`src/rtl/fr_pkg.sv`:
```
// Package: shared state and mode types plus the retry-delay table.
// Assumes delays are expressed in 1 ms ticks.
package fr_pkg;

    typedef enum logic [2:0] {
        ST_IDLE   = 3'd0,
        ST_BOOT   = 3'd1,
        ST_SETTLE = 3'd2,
        ST_RUN    = 3'd3,
        ST_WAIT   = 3'd4,
        ST_LATCH  = 3'd5
    } fr_state_e;

    typedef enum logic [1:0] {
        MODE_LATCH   = 2'd0,
        MODE_ONCE    = 2'd1,
        MODE_THRICE  = 2'd2,
        MODE_ENDLESS = 2'd3
    } fr_mode_e;

    // Non-uniform retry delay table, in ticks.
    function automatic int unsigned fr_delay_ticks(input logic [2:0] code);
        case (code)
            3'd0:    return 20;
            3'd1:    return 40;
            3'd2:    return 80;
            3'd3:    return 150;
            3'd4:    return 280;
            3'd5:    return 540;
            3'd6:    return 1000;
            default: return 2000;
        endcase
    endfunction

endpackage

```
`src/rtl/fr_delay_sel.sv`:
```
// Module: fr_delay_sel
// Maps the 3-bit retry delay code onto a tick count.
// Assumes CNT_W is wide enough for the largest entry (2000).
module fr_delay_sel #(
    parameter int CNT_W = 12
) (
    input  logic [2:0]       code,
    output logic [CNT_W-1:0] ticks
);
    import fr_pkg::*;

    // Table lookup, purely combinational.
    always_comb begin
        ticks = CNT_W'(fr_delay_ticks(code));
    end

    // Guard: the table entry must fit in the counter.
    always_comb begin
        a_fits_r5: assert (fr_delay_ticks(code) < (2 ** CNT_W))
            else $error("delay entry exceeds counter width");
    end
endmodule

```
`src/rtl/fr_tick_timer.sv`:
```
// Module: fr_tick_timer
// Counts tick pulses from zero up to a target and reports done, saturating there.
// Assumes clr is asserted by the owner on every state change.
module fr_tick_timer #(
    parameter int CNT_W = 12
) (
    input  logic             clk,
    input  logic             rst_n,
    input  logic             clr,
    input  logic             tick,
    input  logic [CNT_W-1:0] target,
    output logic             done
);
    logic [CNT_W-1:0] cnt_q;

    // Elapsed tick counter with clear priority and saturation at target.
    always_ff @(posedge clk) begin
        if (!rst_n || clr) begin
            cnt_q <= '0;
        end else if (tick && !done) begin
            cnt_q <= cnt_q + 1'b1;
        end
    end

    // Expiry compare.
    always_comb begin
        done = (cnt_q >= target);
    end

    // The count moves only on a tick or a clear.
    p_timer_hold_r5: assert property (@(posedge clk) disable iff (!rst_n)
        (!clr && !tick) |=> $stable(cnt_q));

    // The count never advances by more than one per cycle.
    p_timer_step_r5: assert property (@(posedge clk) disable iff (!rst_n)
        (!clr && tick && !done) |=> (cnt_q == $past(cnt_q) + 1'b1));
endmodule

```
`src/rtl/fr_retry_budget.sv`:
```
// Module: fr_retry_budget
// Tracks restarts used and reports when the mode's allowance is spent.
// Assumes use_one is raised only for a fault that leads to a restart.
module fr_retry_budget #(
    parameter int BUDGET_W = 2
) (
    input  logic           clk,
    input  logic           rst_n,
    input  logic           clr,
    input  logic           use_one,
    input  fr_pkg::fr_mode_e mode,
    output logic           exhausted
);
    import fr_pkg::*;

    localparam logic [BUDGET_W-1:0] LIM_ONCE   = BUDGET_W'(1);
    localparam logic [BUDGET_W-1:0] LIM_THRICE = BUDGET_W'(3);
    localparam logic [BUDGET_W-1:0] SAT        = '1;

    logic [BUDGET_W-1:0] used_q;

    // Used-restart counter, saturating.
    always_ff @(posedge clk) begin
        if (!rst_n || clr) begin
            used_q <= '0;
        end else if (use_one && used_q != SAT) begin
            used_q <= used_q + 1'b1;
        end
    end

    // Allowance decode per mode.
    always_comb begin
        case (mode)
            MODE_LATCH:   exhausted = 1'b1;
            MODE_ONCE:    exhausted = (used_q >= LIM_ONCE);
            MODE_THRICE:  exhausted = (used_q >= LIM_THRICE);
            default:      exhausted = 1'b0;
        endcase
    end

    // The count changes only on use or clear.
    p_budget_hold_r6: assert property (@(posedge clk) disable iff (!rst_n)
        (!clr && !use_one) |=> $stable(used_q));

    // A restart is never granted past the allowance.
    p_budget_no_overrun_r6: assert property (@(posedge clk) disable iff (!rst_n)
        (use_one && !clr && mode == MODE_ONCE) |=> (used_q <= LIM_ONCE));
endmodule

```
`src/rtl/fault_retry_ctrl.sv`:
```
// Module: fault_retry_ctrl (top)
// Sequences the response to a critical fault: latch off, or wait the retry delay,
// request a boot, wait a settle interval and resume monitoring.
// Assumes tick_ms is a one-cycle pulse and boot_done is sampled only during a request.
module fault_retry_ctrl #(
    parameter int CNT_W        = 12,
    parameter int SETTLE_TICKS = 20,
    parameter int BUDGET_W     = 2
) (
    input  logic       clk,
    input  logic       rst_n,
    input  logic       tick_ms,
    input  logic       crit_fault,
    input  logic       enable,
    input  logic       store_busy,
    input  logic       boot_done,
    input  logic [4:0] cfg,
    output logic       mon_en,
    output logic       latched_off,
    output logic       restart_req
);
    import fr_pkg::*;

    localparam logic [CNT_W-1:0] SETTLE_T = CNT_W'(SETTLE_TICKS);

    fr_state_e        state_q, state_d;
    fr_mode_e         mode;
    logic [CNT_W-1:0] delay_t, tmr_target;
    logic             tmr_clr, tmr_done;
    logic             bud_clr, bud_use, exhausted;

    // Mode field decode.
    always_comb begin
        mode = fr_mode_e'(cfg[4:3]);
    end

    fr_delay_sel #(.CNT_W(CNT_W)) u_delay (
        .code  (cfg[2:0]),
        .ticks (delay_t)
    );

    // Next-state logic: enable low overrides every state.
    always_comb begin
        state_d = state_q;
        if (!enable) begin
            state_d = ST_IDLE;
        end else begin
            case (state_q)
                ST_IDLE:   if (!store_busy) state_d = ST_BOOT;
                ST_BOOT:   if (boot_done) state_d = ST_SETTLE;
                ST_SETTLE: if (tmr_done) state_d = ST_RUN;
                ST_RUN:    if (crit_fault) state_d = exhausted ? ST_LATCH : ST_WAIT;
                ST_WAIT:   if (tmr_done && !store_busy) state_d = ST_BOOT;
                ST_LATCH:  state_d = ST_LATCH;
                default:   state_d = ST_IDLE;
            endcase
        end
    end

    // State register.
    always_ff @(posedge clk) begin
        if (!rst_n) begin
            state_q <= ST_IDLE;
        end else begin
            state_q <= state_d;
        end
    end

    // Timer control: restart on every transition; settle uses its own length.
    always_comb begin
        tmr_clr    = (state_d != state_q) || (state_q == ST_IDLE) ||
                     (state_q == ST_BOOT) || (state_q == ST_LATCH);
        tmr_target = (state_q == ST_SETTLE) ? SETTLE_T : delay_t;
    end

    fr_tick_timer #(.CNT_W(CNT_W)) u_timer (
        .clk    (clk),
        .rst_n  (rst_n),
        .clr    (tmr_clr),
        .tick   (tick_ms),
        .target (tmr_target),
        .done   (tmr_done)
    );

    // Budget control: spend on a restarting fault, refill on clean running or disable.
    always_comb begin
        bud_use = enable && (state_q == ST_RUN) && crit_fault && !exhausted;
        bud_clr = !enable || ((state_q == ST_RUN) && tmr_done && !crit_fault);
    end

    fr_retry_budget #(.BUDGET_W(BUDGET_W)) u_budget (
        .clk       (clk),
        .rst_n     (rst_n),
        .clr       (bud_clr),
        .use_one   (bud_use),
        .mode      (mode),
        .exhausted (exhausted)
    );

    // Output decode from state.
    always_comb begin
        mon_en      = (state_q == ST_RUN);
        restart_req = (state_q == ST_BOOT);
        latched_off = (state_q == ST_LATCH);
    end

    p_outputs_exclusive_r1: assert property (@(posedge clk) disable iff (!rst_n)
        $onehot0({mon_en, restart_req, latched_off}));

    p_fault_stops_mon_r3: assert property (@(posedge clk) disable iff (!rst_n)
        (mon_en && crit_fault) |=> !mon_en);

    p_latch_holds_r4: assert property (@(posedge clk) disable iff (!rst_n)
        (latched_off && enable) |=> (latched_off && !restart_req));

    p_endless_no_latch_r7: assert property (@(posedge clk) disable iff (!rst_n)
        (cfg[4:3] == 2'b11 && !latched_off) |=> !latched_off);

    p_busy_gates_restart_r8: assert property (@(posedge clk) disable iff (!rst_n)
        $rose(restart_req) |-> !$past(store_busy));

    p_disable_idles_r10: assert property (@(posedge clk) disable iff (!rst_n)
        !enable |=> (!mon_en && !restart_req && !latched_off));
endmodule

```
`config.mk`:
```
export PLATFORM = sky130hd
export DESIGN_NAME = fault_retry_ctrl
export DESIGN_NICKNAME = d
export VERILOG_FILES = /design/src/rtl/fr_pkg.sv /design/src/rtl/fr_delay_sel.sv /design/src/rtl/fr_tick_timer.sv /design/src/rtl/fr_retry_budget.sv /design/src/rtl/fault_retry_ctrl.sv
export SDC_FILE = /design/constraint.sdc
export NUM_CORES = 1
export LEC_CHECK = 0
export BUFFER_PORTS_ARGS = -buffer_cell sky130_fd_sc_hd__clkbuf_2
export CAP_MARGIN = 5
export CORE_MARGIN = 1
export CORE_UTILIZATION = 57
export CTS_CLUSTER_SIZE = 25
export DETAILED_ROUTE_END_ITERATION = 10
export GPL_TIMING_DRIVEN = 0
export PLACE_DENSITY = 0.81
export REMOVE_ABC_BUFFERS = 1
export SETUP_SLACK_MARGIN = 0.5
export SLEW_MARGIN = 5
export SYNTH_ARGS = -nofsm -noshare
export SYNTH_HDL_FRONTEND = slang
export SYNTH_SLANG_ARGS = --single-unit
export TNS_END_PERCENT = 50
```
`constraint.sdc`:
```
create_clock -name clk -period 5.86 [get_ports clk]
set_input_delay 1.172 -clock clk [delete_from_list [all_inputs] [get_ports clk]]
set_output_delay 1.172 -clock clk [all_outputs]
set_load 0.1 [all_outputs]
```
==> flow_metrics.tcl <==
set metrics [dict create \
    port_buffers 14 \
    dpl-instance-area_um2 1608 \
    ir_drop_mv 0.1273 \
    setup.worst_path.start_class "primary input" \
    power.density_nw_per_um2 132.2 \
    slew-limit-headroom_pct 23.12 \
    post_cts_buffers 0 \
    grt_pass1_vias 1343 \
    total_power_mw 0.2160 \
    synth_flop_cell "dfxtp_1" \
    cts_tree "yes" \
    totalWireLength_um 3497 \
    fin_area_um2 1634 \
    max_clock_freq_ghz 0.2783 \
    fin_ws_ns 2.267 \
    dieHeight_um 53.84 \
    grt-ovfl-total 0 \
    use_met3_pct 5.650 \
    clock_sinks 17 \
    num_io_pins 15 \
    drv_slew 0 \
    finalCritPeriodShare_pct 61.31 \
    fill_cells 214 \
    num_rows 18 \
    grt_max_degree 16 \
    clk_pin_slew_ns 0.11 \
    layout.nets 228 \
    layout_min_cycle_time_ns 3.593 \
    drtIter0Drc 32 \
    async_flop_share_pct 0 \
    dr_total_vias 1480 \
    cts_buffers 3 \
    wire_per_inst_um 15.07 \
    drc 0 \
    grt_pass1_wl_um 5478 \
    min_path_type "flop to flop" \
    finalClockSkew_ns 0.005617 \
    max-cap-violations 0 \
    antenna_found_initial 0 \
    top_usage_layer "met2" \
    cts_hold_buffers 0 \
    crit_path_end_kind "flop" \
    vias_per_cell 6.379 \
    detail-route-antenna-nets 0 \
    drive_gt1_share_pct 13.37 \
    use_met2_pct 51.03 \
    core_um2 2500 \
    clk-insertion-delay-late_ns 0.30 \
    ctsResizeCount 0 \
    required_ns 6.06 \
    dr.pass1.iters 4 \
    place_ws_ns 2.031 \
    yosys_warnings 0 \
    synth_seq_area_share_pct 22.22 \
    worstMarginPinSlew_ns 1.148 \
    worstHoldStart "u_timer.cnt_q[5]$_SDFFE_PP0P_" \
    avgSynthCellArea_um2 8.018 \
    cts_buffer_depth 2 \
    leakagePower_nw 0.7806 \
    hold_viol 0 \
    synth.distinct_cells 50 \
    gp_congestion 0.7851 \
    crit_fanout 14 \
    grtUsageTotal_pct 25.85 \
    dp_hpwl_um 2686 \
    start_util_pct 61.26 \
    cts-root-buf "clkbuf_4" \
    synth_cells 191 \
    final_util_pct 65.37 \
    netlist_area_um2 1531 \
    dieArea_um2 2898 \
    met1_usage_pct 26.10 \
    ys_ff_latch 17 \
    ctsHtreeMaxLevel 1 \
    rr_startpoint "state_q[1]$_SDFF_PN0_" \
    diodes 0 \
    path_class "primary input to flop" \
    setup_tns_ns 0 \
    crit_arrival_ns 3.80 \
    status "complete, no violations" \
    setup_viol 0 \
    die_x_um 53.84 \
    synth_edf_count 0 \
    grt_setup_unrepaired "false" \
    area.growth.synth_to_final_pct 6.700 \
    crit_start "cfg[0]" \
]
cell usage after synthesis (4+ instances only):
cell	n	share of area, %
a21o_1	9	4.4
a21oi_1	9	2.9
and2_1	5	2.0
and3_1	6	2.5
buf_2	4	1.3
dfxtp_1	17	22
ha_1	13	11
inv_1	11	2.7
nand2_1	15	3.7
nand2b_1	6	2.5
nand3_1	4	1.3
nand4_1	6	2.5
nor2_1	10	2.5
nor3_1	7	2.3
nor3b_1	5	2.5
o2111a_1	5	3.7
o211ai_1	7	3.4
o21ai_0	7	2.3
worst paths after layout:
| kind | to | cells past startpoint | slack [ns] |
|---|---|---|---|
| setup / recovery | u_timer.cnt_q[0]$_SDFFE_PP0P_ | 9 | 2.27 |
| hold / removal | u_timer.cnt_q[5]$_SDFFE_PP0P_ | 1 | 0.54 |
| setup reg to reg | u_timer.cnt_q[0]$_SDFFE_PP0P_ | 10 | 2.30 |
| hold reg to reg | u_timer.cnt_q[5]$_SDFFE_PP0P_ | 1 | 0.54 |
cells by family (layout without fill, tap and decap cells):
logic type	Yosys count	in the layout	synth area share [%]
compound gates	55	55	27.78
xor+xnor	3	3	1.716
fa+ha+maj	13	13	10.62
buf+inv	18	29	4.739
flops	17	17	22.22
mux	1	1	0.6536
simple gates	84	84	32.27
through the flow:
stage	std cells	hold WS (ns)
2_1_floorplan	184	0.4759
3_3_place_gp	228	0.4979
3_5_place_dp	228	0.5177
4_1_cts	232	0.5394
5_1_grt	232	0.5525
6_report	232	0.5371
critical path: stages:
cell      delay, ns
clkbuf_2       0.14
inv_1          0.12
nor2_1         0.07
o21ai_0        0.24
ha_1           0.30
a21o_1         0.18
o211ai_1       0.90
nand3_1        0.32
o311ai_0       0.36
cell usage in the layout, fill, tap and decap left out, types with 3 or more instances in the layout:
| master | n |
|---|---|
| nand2b_1 | 6 |
| nor3_1 | 7 |
| nand3_1 | 4 |
| clkbuf_4 | 3 |
| o21ai_0 | 7 |
| ha_1 | 13 |
| a21oi_1 | 9 |
| inv_1 | 11 |
| a21o_1 | 9 |
| clkbuf_2 | 14 |
| nand4_1 | 6 |
| dfxtp_1 | 17 |
| nand2_1 | 15 |
| nor2b_1 | 3 |
| and3_1 | 6 |
| o2111a_1 | 5 |
| o211a_1 | 3 |
| nor2_1 | 10 |
| o211ai_1 | 7 |
| nor3b_1 | 5 |
| and2_1 | 5 |
sequential cells by signal (all words and copies together), names as in the netlist:
register	flops
state_q	3
u_budget.used_q	2
u_timer.cnt_q	12
routing by layer:
layer | up-vias | part of all wire (%)
met5 | - | 0
met4 | 0 | 0.49
met3 | 4 | 3.8
met2 | 38 | 54
met1 | 697 | 42
li1 | 741 | -
area by class of cell:
class | instances | area, um2 | area share [%]
Clock buffer | 4 | 26.28 | 1.608
Inverter | 11 | 41.29 | 2.527
Timing Repair Buffer | 14 | 70.07 | 4.288
Tap cell | 30 | 37.54 | 2.297
Multi-Input combinational cell | 156 | 1119 | 68.45
Sequential cell | 17 | 340.3 | 20.83
report_power, final:
| part | switching, mW | internal [mW] |
|---|---|---|
| Sequential | 0.00154 | 0.116 |
| Combinational | 0.0198 | 0.0120 |
| Clock | 0.0402 | 0.0266 |
(Power assumes the default switching activity.)
